--- config.mk ---
export PLATFORM = sky130hd
export DESIGN_NAME = isel_issue_top
export DESIGN_NICKNAME = d
export VERILOG_FILES = /design/src/rtl/isel_pkg.sv /design/src/rtl/isel_class_pool.sv /design/src/rtl/isel_age_pick.sv /design/src/rtl/isel_issue_top.sv
export SDC_FILE = /design/constraint.sdc
export NUM_CORES = 1
export LEC_CHECK = 0
export ABC_AREA = 1
export ABC_CLOCK_PERIOD_IN_PS = 17000
export BUFFER_PORTS_ARGS = -buffer_cell sky130_fd_sc_hd__buf_2
export CAP_MARGIN = 20
export CORE_UTILIZATION = 40
export CTS_BUF_LIST = sky130_fd_sc_hd__clkbuf_2 sky130_fd_sc_hd__clkbuf_4 sky130_fd_sc_hd__clkbuf_8
export DETAILED_ROUTE_END_ITERATION = 10
export HOLD_SLACK_MARGIN = 0.1
export SLEW_MARGIN = 20
export SYNTH_ARGS = -nofsm -noshare
export SYNTH_HDL_FRONTEND = slang
export SYNTH_SLANG_ARGS = --single-unit
--- constraint.sdc ---
create_clock -name clk -period 17 [get_ports clk]
set_clock_uncertainty 0.05 [all_clocks]
set_input_delay 3.4 -clock clk [delete_from_list [all_inputs] [get_ports clk]]
set_output_delay 3.4 -clock clk [all_outputs]
set_load 0.05 [all_outputs]
--- src/rtl/isel_pkg.sv ---
package isel_pkg;
    localparam int SEQ_W = 16;

    typedef logic [SEQ_W-1:0] seq_t;

    // a precedes b in program order under modulo-2^SEQ_W arithmetic
    function automatic logic seq_before(seq_t a, seq_t b);
        seq_t diff;
        diff = a - b;
        return diff[SEQ_W-1];
    endfunction
endpackage

--- src/rtl/isel_class_pool.sv ---
module isel_class_pool
    import isel_pkg::*;
#(
    parameter int SLOTS = 4,
    parameter int TID_W = 1
) (
    input  logic             clk,
    input  logic             rst_n,
    input  logic             wr_en,
    input  seq_t             wr_seq,
    input  logic [TID_W-1:0] wr_tid,
    input  logic             wr_held,
    input  logic             pop_en,
    input  logic             sq_valid,
    input  logic [TID_W-1:0] sq_tid,
    input  seq_t             sq_seq,
    input  logic             rel_valid,
    input  seq_t             rel_seq,
    output logic             head_valid,
    output seq_t             head_seq,
    output logic [TID_W-1:0] head_tid,
    output logic             full
);
    localparam int IDX_W = (SLOTS > 1) ? $clog2(SLOTS) : 1;

    typedef struct packed {
        logic             vld;
        logic             held;
        seq_t             seq;
        logic [TID_W-1:0] tid;
    } slot_t;

    typedef struct packed {
        slot_t [SLOTS-1:0] slot;
    } pool_t;

    pool_t            st_d, st_q;
    logic [SLOTS-1:0] doomed;
    logic [SLOTS-1:0] eligible;
    logic [IDX_W-1:0] head_idx;
    logic [IDX_W-1:0] free_idx;
    logic             free_found;

    // squash victims and selectable entries
    always_comb begin
        for (int i = 0; i < SLOTS; i++) begin
            doomed[i]   = st_q.slot[i].vld && sq_valid &&
                          (st_q.slot[i].tid == sq_tid) &&
                          seq_before(sq_seq, st_q.slot[i].seq);
            eligible[i] = st_q.slot[i].vld && !st_q.slot[i].held && !doomed[i];
        end
    end

    // oldest eligible entry
    always_comb begin
        head_valid = 1'b0;
        head_idx   = '0;
        head_seq   = '0;
        head_tid   = '0;
        for (int i = 0; i < SLOTS; i++) begin
            if (eligible[i] && (!head_valid || seq_before(st_q.slot[i].seq, head_seq))) begin
                head_valid = 1'b1;
                head_idx   = IDX_W'(i);
                head_seq   = st_q.slot[i].seq;
                head_tid   = st_q.slot[i].tid;
            end
        end
    end

    // lowest empty slot
    always_comb begin
        free_found = 1'b0;
        free_idx   = '0;
        for (int i = SLOTS - 1; i >= 0; i--) begin
            if (!st_q.slot[i].vld) begin
                free_found = 1'b1;
                free_idx   = IDX_W'(i);
            end
        end
    end

    assign full = !free_found;

    always_comb begin
        st_d = st_q;
        for (int i = 0; i < SLOTS; i++) begin
            if (doomed[i] || (pop_en && head_valid && head_idx == IDX_W'(i))) begin
                st_d.slot[i].vld = 1'b0;
            end
            if (rel_valid && st_q.slot[i].vld && st_q.slot[i].held &&
                st_q.slot[i].seq == rel_seq) begin
                st_d.slot[i].held = 1'b0;
            end
        end
        if (wr_en && free_found) begin
            st_d.slot[free_idx].vld  = 1'b1;
            st_d.slot[free_idx].held = wr_held;
            st_d.slot[free_idx].seq  = wr_seq;
            st_d.slot[free_idx].tid  = wr_tid;
        end
    end

    always_ff @(posedge clk) begin
        if (!rst_n) begin
            st_q <= '0;
        end else begin
            st_q <= st_d;
        end
    end
endmodule

--- src/rtl/isel_age_pick.sv ---
module isel_age_pick
    import isel_pkg::*;
#(
    parameter int NCLS    = 3,
    parameter int ISSUE_W = 2,
    parameter int CLS_W   = 2
) (
    input  logic [NCLS-1:0]                head_valid,
    input  seq_t [NCLS-1:0]                head_seq,
    input  logic [NCLS-1:0]                fu_free,
    output logic [ISSUE_W-1:0]             pick_valid,
    output logic [ISSUE_W-1:0][CLS_W-1:0]  pick_cls,
    output logic [NCLS-1:0]                pop
);
    logic [NCLS-1:0]  taken;
    logic             best_v;
    logic [CLS_W-1:0] best_c;
    seq_t             best_s;

    // repeated oldest-head search; each pass excludes classes already chosen
    always_comb begin
        taken      = '0;
        pick_valid = '0;
        pick_cls   = '0;
        best_v     = 1'b0;
        best_c     = '0;
        best_s     = '0;
        for (int k = 0; k < ISSUE_W; k++) begin
            best_v = 1'b0;
            best_c = '0;
            best_s = '0;
            for (int c = 0; c < NCLS; c++) begin
                if (head_valid[c] && fu_free[c] && !taken[c] &&
                    (!best_v || seq_before(head_seq[c], best_s))) begin
                    best_v = 1'b1;
                    best_c = CLS_W'(c);
                    best_s = head_seq[c];
                end
            end
            pick_valid[k] = best_v;
            pick_cls[k]   = best_c;
            if (best_v) begin
                taken[best_c] = 1'b1;
            end
        end
        pop = taken;
    end
endmodule

--- src/rtl/isel_issue_top.sv ---
module isel_issue_top
    import isel_pkg::*;
#(
    parameter int NCLS    = 3,
    parameter int SLOTS   = 4,
    parameter int ISSUE_W = 2,
    parameter int TID_W   = 1,
    localparam int CLS_W  = (NCLS > 1) ? $clog2(NCLS) : 1
) (
    input  logic                       clk,
    input  logic                       rst_n,
    input  logic                       ins_valid,
    input  logic [SEQ_W-1:0]           ins_seq,
    input  logic [CLS_W-1:0]           ins_cls,
    input  logic [TID_W-1:0]           ins_tid,
    input  logic                       ins_nonspec,
    input  logic [NCLS-1:0]            fu_free,
    input  logic                       rel_valid,
    input  logic [SEQ_W-1:0]           rel_seq,
    input  logic                       sq_valid,
    input  logic [TID_W-1:0]           sq_tid,
    input  logic [SEQ_W-1:0]           sq_seq,
    output logic [ISSUE_W-1:0]         gnt_valid,
    output logic [ISSUE_W*SEQ_W-1:0]   gnt_seq,
    output logic [ISSUE_W*CLS_W-1:0]   gnt_cls,
    output logic [ISSUE_W*TID_W-1:0]   gnt_tid
);
    typedef struct packed {
        logic [ISSUE_W-1:0]             vld;
        logic [ISSUE_W-1:0][SEQ_W-1:0]  seq;
        logic [ISSUE_W-1:0][CLS_W-1:0]  cls;
        logic [ISSUE_W-1:0][TID_W-1:0]  tid;
    } gnt_t;

    logic [NCLS-1:0]                head_valid;
    seq_t [NCLS-1:0]                head_seq;
    logic [NCLS-1:0][TID_W-1:0]     head_tid;
    logic [NCLS-1:0]                pool_full;
    logic [NCLS-1:0]                pop;
    logic [ISSUE_W-1:0]             pick_valid;
    logic [ISSUE_W-1:0][CLS_W-1:0]  pick_cls;
    logic                           ins_doomed;
    gnt_t                           gnt_d, gnt_q;

    assign ins_doomed = sq_valid && (ins_tid == sq_tid) && seq_before(sq_seq, ins_seq);

    for (genvar c = 0; c < NCLS; c++) begin : g_pool
        logic wr_here;
        assign wr_here = ins_valid && !ins_doomed && (ins_cls == CLS_W'(c));

        isel_class_pool #(
            .SLOTS (SLOTS),
            .TID_W (TID_W)
        ) pool_i (
            .clk        (clk),
            .rst_n      (rst_n),
            .wr_en      (wr_here),
            .wr_seq     (ins_seq),
            .wr_tid     (ins_tid),
            .wr_held    (ins_nonspec),
            .pop_en     (pop[c]),
            .sq_valid   (sq_valid),
            .sq_tid     (sq_tid),
            .sq_seq     (sq_seq),
            .rel_valid  (rel_valid),
            .rel_seq    (rel_seq),
            .head_valid (head_valid[c]),
            .head_seq   (head_seq[c]),
            .head_tid   (head_tid[c]),
            .full       (pool_full[c])
        );
    end

    isel_age_pick #(
        .NCLS    (NCLS),
        .ISSUE_W (ISSUE_W),
        .CLS_W   (CLS_W)
    ) pick_i (
        .head_valid (head_valid),
        .head_seq   (head_seq),
        .fu_free    (fu_free),
        .pick_valid (pick_valid),
        .pick_cls   (pick_cls),
        .pop        (pop)
    );

    always_comb begin
        gnt_d = '0;
        for (int k = 0; k < ISSUE_W; k++) begin
            if (pick_valid[k]) begin
                gnt_d.vld[k] = 1'b1;
                gnt_d.seq[k] = head_seq[pick_cls[k]];
                gnt_d.cls[k] = pick_cls[k];
                gnt_d.tid[k] = head_tid[pick_cls[k]];
            end
        end
    end

    always_ff @(posedge clk) begin
        if (!rst_n) begin
            gnt_q <= '0;
        end else begin
            gnt_q <= gnt_d;
        end
    end

    assign gnt_valid = gnt_q.vld;
    assign gnt_seq   = gnt_q.seq;
    assign gnt_cls   = gnt_q.cls;
    assign gnt_tid   = gnt_q.tid;
endmodule

Word-level counts from Yosys, hierarchy flattened
Index checks and enable logic that the tools add are counted.

word-level totals
  register bits = 268
  input bits = 61
  logic and storage cells = 506

cells by class
  add/subtract/negate cells = 26
  $lt $le $gt $ge = 10
  equality and inequality tests = 36
  mux-type cells = 162
  bitwise logic cells = 1
  reduce and logical (&&, ||, !) cells = 216

operator list
  cell                count
  $bwmux 76           12
  $demux 19 s2        12
  $sub 16x16->16      26
  $mux 16             18
  $mux 76             3
  $eq 16x16->1        12
  $logic_and 1x1->1   144
  $mux 1              80
  $bmux 16 s2         2
  $mux 19             3
  $mux 18             3
  $mux 17             3
  $logic_not 1->1     41
  $mux 2              20
  $logic_or 1x1->1    25
  $lt 2x3->1 const B  5
  $eq 2x2->1 const B  7
  $eq 1x1->1          13
  $ge 2x1->1 const B  5
  $eq 2x1->1 const B  4
  $logic_not 2->1     4
  $mux 3              2
  $bmux 1 s2          2
  $demux 1 s2         2
  other kinds (2)     3

Logic depth before layout (Yosys ltp)
  word-level depth = 59
  depth in mapped cells = 129
  depth with buffers taken out = 121

Hierarchy
Synthesis repeated with hierarchy kept, for this count alone.

second synthesis, totals
  cells, all modules = 3473
  area, all modules = 23787.8 um^2

by module, submodules not included
  module                              instances  cells an instance  area each (um^2)  sequential area each (um^2)
  isel_class_pool (g_pool[1].pool_i)  1          951                6577.6            1521.5
  isel_class_pool (g_pool[2].pool_i)  1          943                6576.3            1521.5
  isel_class_pool (g_pool[0].pool_i)  1          933                6525.0            1521.5
  isel_issue_top                      1          312                2139.6            800.8
  isel_age_pick                       1          334                1969.4            0.0

Worst setup path before layout
No wires, ideal clock.

  path kind = input-to-reg
  start point = in sq_seq[14]
  end point = reg gnt_q, in the netlist gnt_tid[1]
  library setup time = 0.113 ns
  data arrival time = 16.588 ns
  required time = 16.837 ns
  path slack = 0.250 ns
  stages = 106
  cell sequence = ha_1 > nand2_1 > nor2_1 > nand2_1 > nor2_1 > nand2_1 > nand2_1 > nand2_1 > nand3_2 > nand2_2 > inv_2 > clkbuf_1 > nand2_1 > ha_1 > a21oi_1 > nor2_1 > a211oi_1 > o221a_2 > [70 not listed] > nand2_1 > o21ai_0 > inv_1 > ha_1 > nand2_1 > nor2_1 > a211oi_1 > o221a_2 > nand2_1 > nand2_1 > nand3_2 > nand2_4 > inv_2 > buf_4 > nand2_1 > o31ai_1 > nand2_1 > nand2_1

on the way
  word-level cells in the longest chain between the ends = 45
  elaborated cells on any way between the ends = 168

RTL lines
  item                                               line                                  text
  start: declaration                                 isel_issue_top.sv:22                  input logic [SEQ_W-1:0] sq_seq,
  $sub 16x16->16                                     isel_pkg.sv:9                         diff = a - b;
  $logic_and 1x1->1                                  isel_class_pool.sv:48                 (st_q.slot[i].tid == sq_tid) &&
  $logic_not 1->1                                    isel_class_pool.sv:50                 eligible[i] = st_q.slot[i].vld && !st_q.slot[i].held && !doomed[i];
  $logic_and 1x1->1                                  isel_class_pool.sv:50
  $mux 16 or $mux 1 (tied branches)                  isel_class_pool.sv:61                 if (eligible[i] && (!head_valid || seq_before(st_q.slot[i].seq, head_seq))) begin
  $sub 16x16->16 or $logic_not 1->1 (tied branches)  isel_pkg.sv:9, isel_class_pool.sv:61
  $logic_or 1x1->1                                   isel_class_pool.sv:61
  $logic_and 1x1->1                                  isel_class_pool.sv:61
  [29 not listed]                                    -
  $logic_and 1x1->1                                  isel_age_pick.sv:33                   if (head_valid[c] && fu_free[c] && !taken[c] &&
  $mux 16 or $mux 1 (tied branches)                  isel_age_pick.sv:33
  $sub 16x16->16 or $logic_not 1->1 (tied branches)  isel_pkg.sv:9, isel_age_pick.sv:34
  $logic_or 1x1->1                                   isel_age_pick.sv:34                   (!best_v || seq_before(head_seq[c], best_s))) begin
  $logic_and 1x1->1                                  isel_age_pick.sv:33
  $mux 2                                             isel_age_pick.sv:33
  $bmux 1 s2                                         isel_issue_top.sv:94                  gnt_d.tid[k] = head_tid[pick_cls[k]];
  $mux 1 (not written as such)                       isel_issue_top.sv:94
  end signal: assignment                             isel_issue_top.sv:103                 gnt_q <= gnt_d;
  end: declaration                                   isel_issue_top.sv:43                  gnt_t gnt_d, gnt_q;

Parallel ways exist; a longest one is shown, timed or not. The select of a mux whose other input is x is not followed.
A chain may end at the register's enable or synchronous reset.

Final worst setup path
  start point = in sq_seq[10]
  end point = reg gnt_q, in the netlist gnt_seq[21]

on the way
  word-level cells in the longest chain between the ends = 45
  elaborated cells on any way between the ends = 156

RTL lines
  item                                               line                                  text
  $sub 16x16->16                                     isel_pkg.sv:9
  $logic_and 1x1->1                                  isel_class_pool.sv:48
  $logic_not 1->1                                    isel_class_pool.sv:50
  $logic_and 1x1->1                                  isel_class_pool.sv:50
  $mux 16 or $mux 1 (tied branches)                  isel_class_pool.sv:61
  $sub 16x16->16 or $logic_not 1->1 (tied branches)  isel_pkg.sv:9, isel_class_pool.sv:61
  $logic_or 1x1->1                                   isel_class_pool.sv:61
  $logic_and 1x1->1                                  isel_class_pool.sv:61
  [29 not listed]                                    -
  $logic_and 1x1->1                                  isel_age_pick.sv:33
  $mux 16 or $mux 1 (tied branches)                  isel_age_pick.sv:33
  $sub 16x16->16 or $logic_not 1->1 (tied branches)  isel_pkg.sv:9, isel_age_pick.sv:34
  $logic_or 1x1->1                                   isel_age_pick.sv:34
  $logic_and 1x1->1                                  isel_age_pick.sv:33
  $mux 2                                             isel_age_pick.sv:33
  $bmux 16 s2                                        isel_issue_top.sv:92                  gnt_d.seq[k] = head_seq[pick_cls[k]];
  $mux 16 (not written as such)                      isel_issue_top.sv:92

Parallel ways exist; a longest one is shown, timed or not. The select of a mux whose other input is x is not followed.

==> flow_summary.toml <==
[worst_setup_path]
reg2reg_depth = 105
path_class = "in2reg"
r2r_end = "gnt_seq[21]$_SDFF_PN0_"
cp-endpoint = "gnt_seq[21]$_SDFF_PN0_"
worstPathRequired_ns = 17.52
crit_path_end_kind = "flip-flop"
cp-startpoint = "sq_seq[10]"
startpoint_type = "primary input"
cpMostUsedCell = "nand2_1"
worst-r2r-setup-slack_ns = 2.99
critPathSlowestCell = "a2111oi_2"
cp.arrival_ns = 16.94
max_stage_delay_ns = 0.40
path_max_fanout = 20

[yosys]
synth_area_sq_um = 23300
synth_cells = 3429
synth_top_area_share_pct = 23.1
synth_warnings = 0
synthArstFlopShare_pct = 0
synth.most_common_cell = "nand2_1"
ys.flop_type = "dfxtp_1"
synth_edf_count = 0
yosysUniqueCellTypes = 48
synth_area_leaders = "dfxtp_1 23%, ha_1 20%, nand2_1 11%"
yosys.area.top_type = "dfxtp_1"
ys_ff_latch = 268
yosysSeqAreaShare_pct = 23.1
synthTopCellsByCount = "711 x nand2_1, 456 x o21ai_0, 396 x a21oi_1, 393 x inv_1, 364 x ha_1"
syn_avg_cell_area_sq_um = 6.78
syn_nets = 3854

[global_routing]
grt_overflow_total = 0
grt_max_degree = 112
grt_pass1_vias = 23800
grt_pass1_wl_um = 157000
antenna_found_initial = 8
track_usage_pct = 35.9

[drt]
wl_per_cell_um = 24.1
post_drt_via_cell_ratio = 5.87
dr.pass1.iters = 6
route.detailed.drc = 0
drt-met1-wl_um = 44500
drtIter0Drc = 3590
highest_layer = "met5"
wl_met3_um = 13400
drt-total-wl_um = 110000
vias = 26900
final_antenna_net_count = 0
route.met2.wl_um = 45000

[status]
status = "completed"

[sta]
fmax_ghz = 0.0609
setup_viol = 0
timing_hold_violations_final = 0
min_period_ns = 16.43
slew_viol_final = 0
period_share_pct = 96.6
worst-slew-pin-transition_ns = 1.17
rsz0062_at_grt = "yes"
max-slew-margin-rel_pct = 22.2

[cts]
numCtsBuffers = 50
clk_latency_ns = 0.70
cts.sinks = 268
htreeDepth = 2
clockBufferDepth = 3
cts.clk_slew.worst_paths_ns = 0.07
cts_tree = "built"
root_buffer = "clkbuf_8"

[pwr]
power.density_nw_per_um2 = 62.1
cellLeakagePower_nw = 13.1
finalPower_mw = 1.78
ir_drop_v = 0.0000581

[place]
dp_cells = 4459
io_buffers = 100
place_congestion = 1.02
dp_hpwl_um = 78400

[die]
core_area_sq_um = 57600
die_w_um = 243
fp-row-count = 88
die_y_um = 243
initial_utilization_pct = 40.4
dieArea_sq_um = 59100
ioPinCount = 101

[final_layout]
fin_nets = 4192
multi_input_area_sq_um = 16400
fin_cells = 4576
drive_gt1_share_pct = 18.1
filler_cell_count = 5879
synthToLayoutAreaGrowth_pct = 23.1
regArea_sq_um = 5370

[min_path]
min_path_type = "reg2reg"

[flow_run]
maxCapViolCount = 0
critical path: cells and delay by family:
kind	cells	cell delay, ns
buffers and inverters	21	2.77
adder cells (fa/ha/maj)	8	2.03
AO/OA/AOI/OAI	17	2.94
AND/OR/NAND/NOR	61	5.69
report_power, final:
group / switching [mW] / leakage, nW / internal, mW
Sequential: 0.0119 / 2.16 / 0.638
Clock: 0.338 / 0.585 / 0.404
Combinational: 0.257 / 10.4 / 0.129
Total: 0.608 / 13.1 / 1.17
cell families (layout without fill, tap and decap cells):
kind of cell / Yosys count / in the layout / synth area share, %
compound gates: 1091 / 1091 / 26.0
simple gates: 1063 / 1068 / 19.1
buf+inv: 562 / 933 / 9.12
fa+ha+maj: 364 / 364 / 19.6
flops: 268 / 268 / 23.1
xor+xnor: 81 / 81 / 3.05
other cells: 0 / 6 / 0
worst min-delay path by stage:
| stage | from | endpoint | slack [ns] | cells past startpoint |
|---|---|---|---|---|
| 2_1_floorplan | g_pool[0].pool_i.st_q[74]$_SDFF_PN0_ | g_pool[0].pool_i.st_q[74]$_SDFF_PN0_ | 0.39 | 2 |
| 3_3_place_gp | g_pool[0].pool_i.st_q[74]$_SDFF_PN0_ | g_pool[0].pool_i.st_q[74]$_SDFF_PN0_ | 0.40 | 2 |
| 3_5_place_dp | g_pool[0].pool_i.st_q[74]$_SDFF_PN0_ | g_pool[0].pool_i.st_q[74]$_SDFF_PN0_ | 0.41 | 2 |
| 4_1_cts | g_pool[0].pool_i.st_q[74]$_SDFF_PN0_ | g_pool[0].pool_i.st_q[74]$_SDFF_PN0_ | 0.41 | 2 |
| 5_1_grt | g_pool[0].pool_i.st_q[74]$_SDFF_PN0_ | g_pool[0].pool_i.st_q[74]$_SDFF_PN0_ | 0.44 | 2 |
| 6_report | g_pool[0].pool_i.st_q[74]$_SDFF_PN0_ | g_pool[0].pool_i.st_q[74]$_SDFF_PN0_ | 0.42 | 2 |
per-stage QoR:
step / hold WS (ns) / area, sq um / util [%] / TNS [ns] / worst slack, ns
final: 0.419 / 28600 / 49.7 / 0 / 0.575
after global routing: 0.435 / 28600 / 49.7 / -2.83 / -0.217
after CTS: 0.414 / 27700 / 48.2 / 0 / 0.00763
after detailed placement: 0.405 / 26600 / 46.2 / -28.71 / -1.13
after global placement: 0.401 / 26600 / 46.2 / -26.94 / -1.09
after floorplan: 0.386 / 23300 / - / 0 / 0.250
routing by layer:
metal	global-route usage, %	vias up
met5	0	-
met4	20.2	2
met3	9.46	392
met2	52.6	1728
met1	47.5	12200
li1	-	12600
repair_timing:
action,in CTS,in global routing
hold buffers,0,0
buffers inserted,0,11
setup endpoints to repair,31,32
gates cloned,0,10
gates resized for setup,11,212
pin swaps,0,40
hold endpoints to repair,0,0
cells in the final DEF (no fill, tap or decap), types with 12 or more instances in the layout:
cell,n
a2111oi_0,12
a211oi_1,25
a21oi_1,387
a221oi_1,20
a31oi_1,18
buf_2,99
buf_4,321
clkbuf_8,62
clkinv_2,12
dfxtp_1,268
ha_1,350
ha_4,14
inv_1,388
nand2_1,680
nand2_2,35
nand2_4,14
nand3_1,86
nand4_1,48
nor2_1,117
nor2_2,12
nor3_1,20
nor4_1,23
o2111ai_1,14
o211ai_1,17
o21ai_0,392
o21ai_1,59
o21ai_2,17
o22ai_1,60
xnor2_1,34
xor2_1,47
layout make-up:
cell class                      instances  area share (%)
Multi-Input combinational cell       2604            57.4
Sequential cell                       268            18.7
Timing Repair Buffer                  438            11.1
Inverter                              403            5.37
Tap cell                              765            3.34
Clock buffer                           68            3.12
Clock inverter                         22           0.804
Antenna cell                            6          0.0524
Timing Repair inverter                  2          0.0437
(Power assumes the default switching activity.)
